--- config.mk ---
export PLATFORM = sky130hd
export DESIGN_NAME = tmr8_dual
export DESIGN_NICKNAME = d
export VERILOG_FILES = /design/src/rtl/tmr8_pkg.sv /design/src/rtl/tmr8_pin_sync.sv /design/src/rtl/tmr8_count_core.sv /design/src/rtl/tmr8_out_ctl.sv /design/src/rtl/tmr8_dual.sv
export SDC_FILE = /design/constraint.sdc
export NUM_CORES = 1
export LEC_CHECK = 0
export BUFFER_PORTS_ARGS = -buffer_cell sky130_fd_sc_hd__buf_2
export CAP_MARGIN = 25
export CELL_PAD_IN_SITES_DETAIL_PLACEMENT = 0
export CELL_PAD_IN_SITES_GLOBAL_PLACEMENT = 1
export CORE_MARGIN = 2
export CORE_UTILIZATION = 30
export DETAILED_ROUTE_END_ITERATION = 8
export GPL_ROUTABILITY_DRIVEN = 0
export PLACE_DENSITY = 0.67
export SLEW_MARGIN = 40
export SYNTH_ARGS = -nofsm -noshare
export SYNTH_HDL_FRONTEND = slang
export SYNTH_SLANG_ARGS = --single-unit
--- constraint.sdc ---
create_clock -name clk -period 1.6 [get_ports clk]
set_input_delay 0.32 -clock clk [delete_from_list [all_inputs] [get_ports clk]]
set_output_delay 0.32 -clock clk [all_outputs]
set_load 0.05 [all_outputs]
--- src/rtl/tmr8_pkg.sv ---
`timescale 1ns/1ps
package tmr8_pkg;
  typedef enum logic [1:0] {
    ACT_NONE = 2'b00,
    ACT_LOW  = 2'b01,
    ACT_HIGH = 2'b10,
    ACT_TOG  = 2'b11
  } out_act_e;

  typedef enum logic [1:0] {
    CLR_OFF = 2'b00,
    CLR_A   = 2'b01,
    CLR_B   = 2'b10,
    CLR_PIN = 2'b11
  } clr_sel_e;

  localparam int unsigned ADDR_W = 3;
  localparam logic [ADDR_W-1:0] A_CTRL = 3'd0;
  localparam logic [ADDR_W-1:0] A_STAT = 3'd1;
  localparam logic [ADDR_W-1:0] A_OUT  = 3'd2;
  localparam logic [ADDR_W-1:0] A_TRIG = 3'd3;
  localparam logic [ADDR_W-1:0] A_CNT  = 3'd4;
  localparam logic [ADDR_W-1:0] A_CMPA = 3'd5;
  localparam logic [ADDR_W-1:0] A_CMPB = 3'd6;
endpackage

--- src/rtl/tmr8_pin_sync.sv ---
`timescale 1ns/1ps
module tmr8_pin_sync #(
  parameter int STAGES = 2
) (
  input  logic clk,
  input  logic rst_n,
  input  logic pin,
  output logic lvl,
  output logic lvl_d
);
  logic [STAGES:0] sh_q;

  always_ff @(posedge clk or negedge rst_n) begin
    if (!rst_n) sh_q <= '0;
    else        sh_q <= {sh_q[STAGES-1:0], pin};
  end

  assign lvl   = sh_q[STAGES-1];
  assign lvl_d = sh_q[STAGES];
endmodule

--- src/rtl/tmr8_count_core.sv ---
`timescale 1ns/1ps
module tmr8_count_core import tmr8_pkg::*; #(
  parameter int CNT_W = 8,
  parameter int NTICK = 3,
  parameter int SEL_W = 3
) (
  input  logic             clk,
  input  logic             rst_n,
  input  logic [NTICK-1:0] tick_i,
  input  logic             eclk_rise,
  input  logic             eclk_fall,
  input  logic             erst_rise,
  input  logic             trg_rise,
  input  logic             trg_fall,
  input  logic [SEL_W-1:0] clk_sel,
  input  clr_sel_e         clr_sel,
  input  logic             trig_en,
  input  logic [1:0]       trig_edge,
  input  logic [CNT_W-1:0] cmpa,
  input  logic [CNT_W-1:0] cmpb,
  input  logic             wr_cnt,
  input  logic [CNT_W-1:0] wr_val,
  output logic [CNT_W-1:0] cnt,
  output logic             match_a,
  output logic             match_b,
  output logic             wrap,
  output logic             run
);
  logic evt, adv, clr_evt, trg_hit;

  always_comb begin
    evt = 1'b0;
    for (int i = 0; i < NTICK; i++)
      if (clk_sel == SEL_W'(i + 1)) evt = tick_i[i];
    if (clk_sel == SEL_W'(NTICK + 1)) evt = eclk_rise;
    if (clk_sel == SEL_W'(NTICK + 2)) evt = eclk_fall;
    if (clk_sel == SEL_W'(NTICK + 3)) evt = eclk_rise | eclk_fall;
  end

  // a match belongs to the cycle in which the count leaves the compare value
  assign adv     = evt & run;
  assign match_a = adv & (cnt == cmpa);
  assign match_b = adv & (cnt == cmpb);
  assign wrap    = adv & (cnt == {CNT_W{1'b1}});

  assign clr_evt = ((clr_sel == CLR_A) & match_a) |
                   ((clr_sel == CLR_B) & match_b) |
                   ((clr_sel == CLR_PIN) & erst_rise);

  always_comb begin
    unique case (trig_edge)
      2'b01:   trg_hit = trg_rise;
      2'b10:   trg_hit = trg_fall;
      2'b11:   trg_hit = trg_rise | trg_fall;
      default: trg_hit = 1'b0;
    endcase
  end

  always_ff @(posedge clk or negedge rst_n) begin
    if (!rst_n)       cnt <= '0;
    else if (wr_cnt)  cnt <= wr_val;
    else if (clr_evt) cnt <= '0;
    else if (adv)     cnt <= cnt + 1'b1;
  end

  always_ff @(posedge clk or negedge rst_n) begin
    if (!rst_n)       run <= 1'b1;
    else if (!trig_en) run <= 1'b1;
    else if (clr_evt) run <= 1'b0;
    else if (trg_hit) run <= 1'b1;
  end
endmodule

--- src/rtl/tmr8_out_ctl.sv ---
`timescale 1ns/1ps
module tmr8_out_ctl import tmr8_pkg::*; (
  input  logic     clk,
  input  logic     rst_n,
  input  logic     match_a,
  input  logic     match_b,
  input  out_act_e act_a,
  input  out_act_e act_b,
  output logic     wave
);
  function automatic logic apply_act(input out_act_e a, input logic cur);
    unique case (a)
      ACT_LOW:  apply_act = 1'b0;
      ACT_HIGH: apply_act = 1'b1;
      ACT_TOG:  apply_act = ~cur;
      default:  apply_act = cur;
    endcase
  endfunction

  always_ff @(posedge clk or negedge rst_n) begin
    if (!rst_n)                             wave <= 1'b0;
    else if (match_b && act_b != ACT_NONE)  wave <= apply_act(act_b, wave);
    else if (match_a)                       wave <= apply_act(act_a, wave);
  end
endmodule

--- src/rtl/tmr8_dual.sv ---
`timescale 1ns/1ps
module tmr8_dual import tmr8_pkg::*; #(
  parameter int CNT_W = 8,
  parameter int NTICK = 3
) (
  input  logic              clk,
  input  logic              rst_n,
  input  logic              wr_en,
  input  logic [ADDR_W-1:0] addr,
  input  logic [7:0]        wr_data,
  input  logic              rd_en,
  output logic [7:0]        rd_data,
  input  logic [NTICK-1:0]  tick_i,
  input  logic              ext_clk_i,
  input  logic              ext_rst_i,
  input  logic              trig_i,
  output logic              wave_o,
  output logic              irq_o
);
  localparam int SEL_W = $clog2(NTICK + 4);
  localparam int NPIN  = 3;

  logic [7:0]       ctrl_q;
  logic [3:0]       outsel_q;
  logic [2:0]       trig_q;
  logic [CNT_W-1:0] cmpa, cmpb, cnt;
  logic [2:0]       flags, armed;
  logic             match_a, match_b, wrap, run;

  logic [SEL_W-1:0] clk_sel;
  logic [1:0]       clr_sel, act_b;
  logic             trig_en, ovf_ie, wr_cnt;

  assign clk_sel = ctrl_q[SEL_W-1:0];
  assign clr_sel = ctrl_q[4:3];
  assign ovf_ie  = ctrl_q[5];
  assign trig_en = trig_q[0];
  assign act_b   = outsel_q[3:2];
  assign wr_cnt  = wr_en && (addr == A_CNT);

  // pin 0: external clock, pin 1: external clear, pin 2: trigger
  logic [NPIN-1:0] pins, lvl, lvl_d;
  assign pins = {trig_i, ext_rst_i, ext_clk_i};

  for (genvar p = 0; p < NPIN; p++) begin : g_sync
    tmr8_pin_sync #(.STAGES(2)) u_sync (
      .clk(clk), .rst_n(rst_n), .pin(pins[p]), .lvl(lvl[p]), .lvl_d(lvl_d[p])
    );
  end

  always_ff @(posedge clk or negedge rst_n) begin
    if (!rst_n) begin
      ctrl_q   <= '0;
      outsel_q <= '0;
      trig_q   <= '0;
      cmpa     <= '1;
      cmpb     <= '1;
    end else if (wr_en) begin
      case (addr)
        A_CTRL:  ctrl_q   <= wr_data;
        A_OUT:   outsel_q <= wr_data[3:0];
        A_TRIG:  trig_q   <= wr_data[2:0];
        A_CMPA:  cmpa     <= wr_data[CNT_W-1:0];
        A_CMPB:  cmpb     <= wr_data[CNT_W-1:0];
        default: ;
      endcase
    end
  end

  tmr8_count_core #(.CNT_W(CNT_W), .NTICK(NTICK), .SEL_W(SEL_W)) u_core (
    .clk       (clk),
    .rst_n     (rst_n),
    .tick_i    (tick_i),
    .eclk_rise (lvl[0] & ~lvl_d[0]),
    .eclk_fall (~lvl[0] & lvl_d[0]),
    .erst_rise (lvl[1] & ~lvl_d[1]),
    .trg_rise  (lvl[2] & ~lvl_d[2]),
    .trg_fall  (~lvl[2] & lvl_d[2]),
    .clk_sel   (clk_sel),
    .clr_sel   (clr_sel_e'(clr_sel)),
    .trig_en   (trig_en),
    .trig_edge (trig_q[2:1]),
    .cmpa      (cmpa),
    .cmpb      (cmpb),
    .wr_cnt    (wr_cnt),
    .wr_val    (wr_data[CNT_W-1:0]),
    .cnt       (cnt),
    .match_a   (match_a),
    .match_b   (match_b),
    .wrap      (wrap),
    .run       (run)
  );

  tmr8_out_ctl u_out (
    .clk     (clk),
    .rst_n   (rst_n),
    .match_a (match_a),
    .match_b (match_b),
    .act_a   (out_act_e'(outsel_q[1:0])),
    .act_b   (out_act_e'(act_b)),
    .wave    (wave_o)
  );

  // flag bits: 0 overflow, 1 match A, 2 match B
  logic [2:0] flag_set, flag_clr;
  assign flag_set = {match_b, match_a, wrap};
  assign flag_clr = (wr_en && addr == A_STAT) ? (armed & ~wr_data[2:0]) : 3'b000;

  always_ff @(posedge clk or negedge rst_n) begin
    if (!rst_n) begin
      flags <= '0;
      armed <= '0;
    end else begin
      flags <= (flags & ~flag_clr) | flag_set;
      if (wr_en && addr == A_STAT)      armed <= '0;
      else if (rd_en && addr == A_STAT) armed <= armed | flags;
    end
  end

  assign irq_o = |(flags & ctrl_q[7:5]);

  always_comb begin
    case (addr)
      A_CTRL:  rd_data = ctrl_q;
      A_STAT:  rd_data = {4'b0, ~run, flags};
      A_OUT:   rd_data = {4'b0, outsel_q};
      A_TRIG:  rd_data = {5'b0, trig_q};
      A_CNT:   rd_data = 8'(cnt);
      A_CMPA:  rd_data = 8'(cmpa);
      A_CMPB:  rd_data = 8'(cmpb);
      default: rd_data = 8'h00;
    endcase
  end
endmodule

==> reports/metrics.yaml, run 1 <==
synth_adder_area_share: 0.0391
synth_top_family_by_area: "multiplexers"
hold_path_class: "in -> reg"
postRouteAntennaNets: 0
placedCellCount: 511
initial_core_util: 0.310
drt_first_pass_iters: 4
coreArea_sq_um: 10300
tns_ns: -4.41
maxSlewHeadroom: 0.571
tritoncts: "done"
post_dp_cell_area_sq_um: 4080
fin_crit_ns: 1.96
final-hold-violation-count: 0
crit_path_start_kind: "flop"
grt_pass1_wl_um: 15000
ys_seq_elements: 56
cts_made_buffers: 5
intPower_mw: 3.80
switching_share: 0.370
cts_max_level: 2
synth-simple-area-share: 0.130
synth_edf_count: 0
drt_iter0_drc: 108
dieArea_sq_um: 11500
die_height_um: 107
grt-ovfl-total: 0
clk_pin_slew_worst_paths_ns: 0.11
final_common_cell: "buf_4"
numPortBuffers: 30
power.density_nw_per_um2: 1280
final.fill_count: 957
ys.flop_type: "dfrtp_1"
post_drt_wl_per_cell_um: 17.1
clock_latency_ns: 0.33
fin_crit_sh: 1.23
synthDistinctLibCells: 49
pwr-share-comb: 0.484
hold_start: "trig_i"
rows: 37
report.final.slew_viol_count: 0
final_cell_mix: "buf_4 (64), dfrtp_1 (38), mux2_2 (27)"
synth_warnings: 0
dpl.hpwl_um: 6710
muxShareOfSynthArea: 0.141
synthesis.nets: 320
outcome: "complete, but fails checks"
clock-sinks: 56
startpoint: "outsel_q[2]"
cts_buffer_depth: 2
arrival_ns: 1.64
synth_area_sq_um: 3200
ys_seq_area_frac: 0.444
setup_viol: 22
crit_fanout: 2
synth-xor-area-share: 0.0676
ios: 31
drc: 0
fmax_ghz: 0.510
cap_violations: 0
tightest_slew_ns: 0.642
holdWs_ns: 0.0924
synthArstFlopShare: 1.00
antenna_found_initial: 0
fin_cells: 538
power_frac_seq: 0.356
vias_per_cell: 4.85
wl_um: 9220
syn_inst: 289
p_sw_mw: 2.23
postLayoutCellArea_sq_um: 4710
clkPwrFrac: 0.161
rsz0062_at_grt: "true"
violations: "negative setup slack"
synth.avg_cell_area_sq_um: 11.1
vdd_drop_max_uv: 456
die_w_um: 107
required_ns: 1.28
skew_ns: 0.0116
grt_max_degree: 57
r2r-start: "g_sync[0].u_sync.sh_q[2]"
cp-end-kind: "output port"
grt_pass1_vias: 2710
layout.nets: 432
cts_root_buffer: "clkbuf_8"
syn2layout_area_growth_pct: 47.0
num_vias: 2611
worstSetupPathType: "reg -> out"
antenna_cells: 0
synth-compound-area-share: 0.125
worst_slack_ns: -0.360
leakagePower_nw: 2.03
grtUsageTotal: 0.171
drive_gt1_frac: 0.585
==> cell families (layout without fill, tap and decap cells) <==
kind of cell | count (synthesis) | count (layout)
and+or+nand+nor | 75 | 75
AOI/OAI and AO/OA | 57 | 57
muxes | 40 | 40
DFF | 56 | 56
xor gates and xnor gates | 23 | 23
buffers and inverters | 28 | 141
adders and majority gates | 10 | 10
==> repair_timing <==
item | CTS | global route
buffers inserted | 17 | 2
hold buffers | 1 | 0
endpoints found under the setup margin | 22 | 22
gates cloned | 1 | 0
pin swaps | 30 | 25
gates resized for setup | 67 | 25
endpoints found under the hold margin | 36 | 0
==> worst paths after layout <==
| check | depth (start not counted) | slack, ns | end |
|---|---|---|---|
| worst min register to register | 0 | 0.36 | g_sync[0].u_sync.sh_q[1] |
| max in group asynchronous | 3 | 0.78 | cmpb[0] |
| worst min-delay path | 1 | 0.09 | g_sync[2].u_sync.sh_q[0] |
| min in group asynchronous | 3 | 0.51 | g_sync[1].u_sync.sh_q[1] |
| worst max-delay path | 5 | -0.36 | rd_data[2] |
| worst max register to register | 10 | -0.23 | u_core.cnt[7] |
==> cell type report <==
type / instances / area, sq um / area share
tap: 136 / 170 / 0.0362
clock buffer: 6 / 72.6 / 0.0154
timing repair buffer: 120 / 1030 / 0.219
multi-input combinational: 205 / 1930 / 0.409
sequential: 56 / 1420 / 0.303
inverter: 13 / 48.8 / 0.0104
clock inverter: 2 / 35.0 / 0.00744
==> flip-flops by register name, summed over array words and instances (netlist names) <==
signal and count:
u_out.wave 1, flags 3, g_sync.u_sync.sh_q 9, cmpa 8, armed 3, ctrl_q 8, u_core.cnt 8, u_core.run 1
outsel_q 4, trig_q 3, cmpb 8
==> synth_stat cells, types with 4 or more instances <==
library cell,count,share of area
a21oi_1,15,0.023
buf_2,4,0.0063
buf_6,8,0.028
dfrtp_1,39,0.30
dfstp_2,17,0.14
ha_1,10,0.039
inv_1,13,0.015
mux2_2,30,0.11
mux2i_1,9,0.028
nand2_1,28,0.033
nand3b_1,5,0.012
nand4_1,4,0.0078
nor2_1,13,0.015
o21ai_0,12,0.019
o21ai_2,9,0.025
xnor2_1,9,0.025
xor2_1,12,0.033
==> routing by layer <==
| metal | wire, um | part of all wire | track usage |
|---|---|---|---|
| met1 | 4140 | 0.45 | 0.227 |
| met2 | 4710 | 0.51 | 0.291 |
| met3 | 238 | 0.026 | 0.0224 |
| met4 | 128 | 0.014 | 0.0529 |
| met5 | 0 | 0 | 0 |
==> metrics by stage <==
stage	setup WS [ns]	power, mW	utilization
after floorplan	-0.117	3.63	-
after global placement	-0.278	4.40	0.395
after detailed placement	-0.264	4.41	0.395
after CTS	-0.364	5.89	0.443
after global routing	-0.418	6.36	0.456
final	-0.360	6.03	0.456
==> critical path, stage by stage, from the launching register on <==
cell and delay [ns]:
dfrtp_1 0.42, mux4_2 0.48, nor2_2 0.11, buf_6 0.12, a21oi_4 0.03, buf_6 0.15
==> power groups by stage <==
stage / logic [mW] / clock network, mW / registers (mW)
floorplan: 1.53 / 0 / 2.10
global placement: 2.24 / 0 / 2.16
detailed placement: 2.25 / 0 / 2.16
CTS: 2.77 / 0.990 / 2.13
global route: 3.12 / 1.04 / 2.19
finish: 2.91 / 0.969 / 2.14
(Power assumes the default switching activity.)
==> run 2: changes to the inputs <==
- CELL_PAD_IN_SITES_DETAIL_PLACEMENT: 0 -> unset
- CELL_PAD_IN_SITES_GLOBAL_PLACEMENT: 1 -> unset
- PLACE_DENSITY: 0.67 -> 0.58
==> run 2 against run 1 <==
Global-route usage down 0.32 points. The flow still finishes with violations (negative setup slack). Cell area down 0.82%. Non-clock buffer count up 3. Largest power group unchanged. Core utilization down 0.38 points. Critical path depth down 1. Setup slack better by 0.0082 ns. Via count up 0.92%. Hold slack better by 0.0094 ns. Sequential power about the same. Die area unchanged. Register-to-register slack worse by 0.10 ns. Clock skew down 0.0062 ns.
==> reports/metrics.yaml, run 2 (same netlist as run 1, synthesis figures left out) <==
outcome: "complete, but fails checks"
violations: "negative setup slack"
wl_um: 9170  # -0.49%
vias_per_cell: 4.87  # +0.36%
clock-sinks: 56  # unchanged
cts_made_buffers: 5  # unchanged
fin_crit_sh: 1.22  # -0.00510
leakagePower_nw: 2.03  # +0.17%
drt_iter0_drc: 109  # +0.93%
die_w_um: 107  # unchanged
num_vias: 2635  # +0.92%
grt-ovfl-total: 0  # unchanged
regToRegSetupSlack_ns: -0.33  # -0.10 ns
power.density_nw_per_um2: 1300  # +1.9%
worstSetupPathType: "reg -> out"
grtUsageTotal: 0.168  # -0.00316
path_cells: "mux4_2 > nor2_4 > a21oi_4 > buf_6"
final_cell_mix: "buf_4 (74), dfrtp_1 (37), mux2_2 (27)"
tritoncts: "done"
ios: 31  # unchanged
drc: 0  # unchanged
dieArea_sq_um: 11500  # unchanged
antenna_found_initial: 0  # unchanged
clock_latency_ns: 0.32  # about the same
grt_pass1_wl_um: 14600  # -2.3%
setup_viol: 22  # unchanged
arrival_ns: 1.63  # about the same
required_ns: 1.28  # about the same
maxSlewHeadroom: 0.539  # -0.0319
rows: 37  # unchanged
report.final.slew_viol_count: 0  # unchanged
die_height_um: 107  # unchanged
cp.depth: 4  # -1
post_drt_wl_per_cell_um: 17.0  # -1.0%
crit_family: "multiplexers"
drt_first_pass_iters: 4  # unchanged
clk_pin_slew_worst_paths_ns: 0.10  # about the same
postRouteAntennaNets: 0  # unchanged
final_common_cell: "buf_4"
final.fill_count: 964  # +0.73%
fmax_ghz: 0.512  # +0.42%
cp-end-kind: "output port"
fin_crit_ns: 1.95  # -0.00816 ns
antenna_cells: 0  # unchanged
cts_buffer_depth: 2  # unchanged
hold_path_class: "in -> reg"
cpPeakStageDelay_ns: 0.50  # +0.02 ns
initial_core_util: 0.310  # unchanged
layout.nets: 435  # +0.69%
tightest_slew_ns: 0.689  # +0.0477 ns
min_path_cells: 1  # unchanged
rsz0062_at_grt: "true"
critPathSlowestCell: "mux4_2"
numPortBuffers: 30  # unchanged
grt_max_degree: 24  # -58%
crit_fanout: 2  # unchanged
syn2layout_area_growth_pct: 45.8
cts_max_level: 2  # unchanged
dpl.hpwl_um: 6540  # -2.5%
top_register: "g_sync.u_sync.sh_q"
largest_reg_flops: 9  # unchanged
drive_gt1_frac: 0.583  # -0.00186
reg2regPathDepth: 10  # unchanged
critPathBufInv: 1  # -1
cap_violations: 0  # unchanged
worst_slack_ns: -0.352  # +0.00816 ns
fin_cells: 541  # +0.56%
final-hold-violation-count: 0  # unchanged
crit_path_start_kind: "flop"
coreArea_sq_um: 10300  # unchanged
tns_ns: -5.73  # -1.32 ns
placedCellCount: 511  # unchanged
skew_ns: 0.00534  # -0.00623 ns
cts_root_buffer: "clkbuf_8"
vdd_drop_max_uv: 665  # +46%
grt_pass1_vias: 2736  # +0.96%
==> run 2: cell types whose count changed in the layout (fill, tap and decap cells not counted), sizes merged <==
cell / previous run / this run
buf: 119 / 122
==> run 2: worst register-to-register path, stage by stage (launching register included) <==
cell and delay [ns]:
dfrtp_1 0.40, buf_4 0.14, ha_1 0.18, nand3b_1 0.18, o311ai_2 0.10, a211oi_2 0.06, buf_4 0.16, buf_8 0.14
o21ai_4 0.09, o311ai_4 0.25, o21ai_2 0.19
==> run 2: per-stage QoR <==
stage | power [mW] | instance area (sq um) | util | setup slack [ns] | hold WS (ns)
after floorplan | 3.63 | 3310 | - | -0.117 | 0.0244
after global placement | 4.37 | 4050 | 0.393 | -0.256 | 0.257
after detailed placement | 4.40 | 4050 | 0.393 | -0.273 | 0.266
after CTS | 5.93 | 4540 | 0.440 | -0.392 | 0.0940
after global routing | 6.42 | 4670 | 0.452 | -0.449 | 0.0933
final | 6.09 | 4670 | 0.452 | -0.352 | 0.102
==> run 2: final cells by class <==
cell class / count / area (sq um) / share of cell area
clock buffers: 6 / 72.6 / 0.0155
clock inverters: 2 / 35.0 / 0.00751
inverters: 13 / 48.8 / 0.0105
multi-input cells: 205 / 1910 / 0.409
flip-flops and latches: 56 / 1430 / 0.305
well taps: 136 / 170 / 0.0365
repair buffers: 123 / 1010 / 0.216
==> run 2: what timing repair did <==
action / in CTS / in global routing
pin swaps: 21 / 13
gates resized for setup: 59 / 22
setup endpoints to repair: 20 / 22
setup buffers: 16 / 7
hold buffers: 1 / 0
cloned: 1 / 0
hold endpoints to repair: 12 / 0
==> run 2: path summary, 6_finish.rpt <==
kind | start | endpoint
hold / removal | ext_rst_i | g_sync[1].u_sync.sh_q[0]
setup reg to reg | g_sync[0].u_sync.sh_q[2] | u_core.cnt[7]
max in group asynchronous | rst_n | cmpb[5]
min in group asynchronous | rst_n | g_sync[2].u_sync.sh_q[2]
setup / recovery | outsel_q[2] | rd_data[2]
hold reg to reg | g_sync[2].u_sync.sh_q[0] | g_sync[2].u_sync.sh_q[1]
==> run 2: where the power goes <==
group          internal, mW  switching (mW)
logic                  1.57            1.40
clock network         0.466           0.489
registers              1.81           0.342
==> run 2: layer usage <==
| layer | vias up | track usage | part of all wire |
|---|---|---|---|
| met5 | - | 0 | 0 |
| met4 | 0 | 0.0510 | 0.012 |
| met3 | 7 | 0.0169 | 0.023 |
| met2 | 35 | 0.275 | 0.49 |
| met1 | 1337 | 0.235 | 0.47 |
| li1 | 1256 | - | - |
==> run 3: changes to the inputs <==
- CORE_MARGIN: 2 -> unset
- PLACE_DENSITY: 0.58 -> 0.46
==> run 3 against run 2 <==
The flow still finishes with violations (negative setup slack). Core utilization shrank 0.97 points. Hold slack is essentially flat. Via count shrank 1.4%. Setup slack gained 0.044 ns. Sequential share of layout area grew 0.67 points. First-iteration DRC count shrank 12%. Critical path type unchanged.
==> reports/metrics.yaml, run 3 (same netlist as run 1, synthesis figures left out) <==
grt_pass1_wl_um: 15000  # +2.3%
dpl.hpwl_um: 6800  # +3.9%
rows: 37  # unchanged
vdd_drop_max_uv: 586  # -12%
crit_family: "flip-flops"
required_ns: 1.28  # about the same
arrival_ns: 1.59  # -0.04 ns
cts_made_buffers: 5  # unchanged
initial_core_util: 0.310  # unchanged
critPathBufInv: 2  # +1
place_ws_ns: -0.302  # -0.0285 ns
regToRegSetupSlack_ns: -0.26  # +0.07 ns
largest_reg_flops: 9  # unchanged
startpoint: "u_core.cnt[5]"
drt_first_pass_iters: 4  # unchanged
dieArea_sq_um: 11100  # -3.7%
tns_ns: -4.87  # +0.858 ns
die_w_um: 105  # -1.9%
r2r_end: "u_core.cnt[1]"
power.density_nw_per_um2: 1290  # -1.2%
cap_violations: 0  # unchanged
grt-ovfl-total: 0  # unchanged
top_register: "g_sync.u_sync.sh_q"
cp-end-kind: "output port"
cts_max_level: 2  # unchanged
clock_latency_ns: 0.32  # about the same
final_common_cell: "buf_4"
drive_gt1_frac: 0.569  # -0.0134
num_vias: 2598  # -1.4%
setup_viol: 22  # unchanged
crit_fanout: 3  # +1
numPortBuffers: 30  # unchanged
cts_buffer_depth: 2  # unchanged
final.fill_count: 979  # +1.6%
skew_ns: 0.00994  # +0.00460 ns
endpoint: "rd_data[5]"
seq_area_sq_um: 1430  # unchanged
die_height_um: 105  # -1.9%
grtUsageTotal: 0.177  # +0.00854
clock-sinks: 56  # unchanged
cp.depth: 5  # +1
ios: 31  # unchanged
layout.nets: 427  # -1.8%
fin_crit_sh: 1.19  # -0.0278
worstSetupPathType: "reg -> out"
grt_max_degree: 57  # +140%
use_met2: 0.284  # +0.00899
path_cells: "buf_6 > mux2_2 > a22oi_2 > o21ai_4 > buf_6"
antenna_cells: 0  # unchanged
vias_per_cell: 4.87  # about the same
clk_pin_slew_worst_paths_ns: 0.11  # about the same
power.total_mw: 5.89  # -3.3%
antenna_found_initial: 0  # unchanged
hold_path_class: "in -> reg"
crit_path_start_kind: "flop"
drc: 0  # unchanged
fin_crit_ns: 1.91  # -0.0445 ns
multiInputGateArea_sq_um: 1890  # -0.92%
holdWs_ns: 0.102  # -0.000135 ns
final-hold-violation-count: 0  # unchanged
cts_root_buffer: "clkbuf_8"
leakagePower_nw: 1.99  # -2.3%
cp_common_cell: "buf_6"
grt_use_met1: 0.253  # +0.0175
wl_um: 9310  # +1.5%
placedCellCount: 506  # -0.98%
rsz0062_at_grt: "true"
drt_iter0_drc: 96  # -12%
critPathSlowestCell: "dfrtp_2"
fin_cells: 533  # -1.5%
violations: "negative setup slack"
postRouteAntennaNets: 0  # unchanged
fmax_ghz: 0.524  # +2.3%
syn2layout_area_growth_pct: 42.6
grt-busiest-layer: "met2"
final_cell_mix: "buf_4 (65), dfrtp_1 (37), mux2_2 (28)"
tightest_slew_ns: 0.675  # -0.0147 ns
use_met3: 0.0229  # +0.00593
coreArea_sq_um: 10300  # unchanged
reg2regPathDepth: 9  # -1
grt_pass1_vias: 2726  # -0.37%
maxSlewHeadroom: 0.549  # +0.00983
post_drt_wl_per_cell_um: 17.5  # +3.0%
worst_slack_ns: -0.308  # +0.0445 ns
report.final.slew_viol_count: 0  # unchanged
cpPeakStageDelay_ns: 0.46  # -0.04 ns
tritoncts: "done"
outcome: "complete, but fails checks"
r2r-start: "g_sync[0].u_sync.sh_q[1]"
-- run 3: final cells by class --
type,count,share of cell area
Tap cell,136,0.0373
Timing Repair Buffer,115,0.207
Inverter,13,0.0107
Clock inverter,3,0.00466
Clock buffer,5,0.0151
Sequential cell,56,0.312
Multi-Input combinational cell,205,0.414
-- run 3: worst min path at each step --
stage                              from                        to  slack (ns)  cells past startpoint
3_5_place_dp   g_sync[2].u_sync.sh_q[0]  g_sync[2].u_sync.sh_q[1]        0.34                      0
6_report                      ext_rst_i  g_sync[1].u_sync.sh_q[0]        0.10                      1
4_1_cts                       ext_rst_i  g_sync[1].u_sync.sh_q[0]        0.09                      1
5_1_grt                       ext_rst_i  g_sync[1].u_sync.sh_q[0]        0.08                      1
3_3_place_gp   g_sync[0].u_sync.sh_q[0]  g_sync[0].u_sync.sh_q[1]        0.33                      0
2_1_floorplan                     rst_n                  armed[0]        0.02                      0
-- run 3: layer usage --
layer | vias up | routed length [um]
met5 | - | 0
met4 | 0 | 111
met3 | 6 | 301
met2 | 40 | 4340
met1 | 1314 | 4560
li1 | 1238 | -
-- run 3: report_power, final --
| part | switching (mW) | total, mW | leakage [nW] | internal [mW] |
|---|---|---|---|---|
| Clock | 0.514 | 0.827 | 0.0445 | 0.313 |
| Combinational | 1.40 | 2.93 | 1.29 | 1.53 |
| Sequential | 0.320 | 2.13 | 0.653 | 1.81 |
| Total | 2.23 | 5.89 | 1.99 | 3.66 |
-- run 3: through the flow --
stage,area (sq um),util
final,4570,0.442
after global routing,4570,0.442
after CTS,4470,0.433
after detailed placement,4020,0.389
after global placement,4020,0.389
after floorplan,3310,-
-- run 3: timing repair --
action / 4_1_cts / 5_1_grt
endpoints found under the hold margin: 11 / 0
hold buffers: 1 / 0
gates cloned: 1 / 0
pin swaps: 19 / 19
setup endpoints to repair: 22 / 22
gates resized for setup: 59 / 17
buffers inserted: 15 / 3
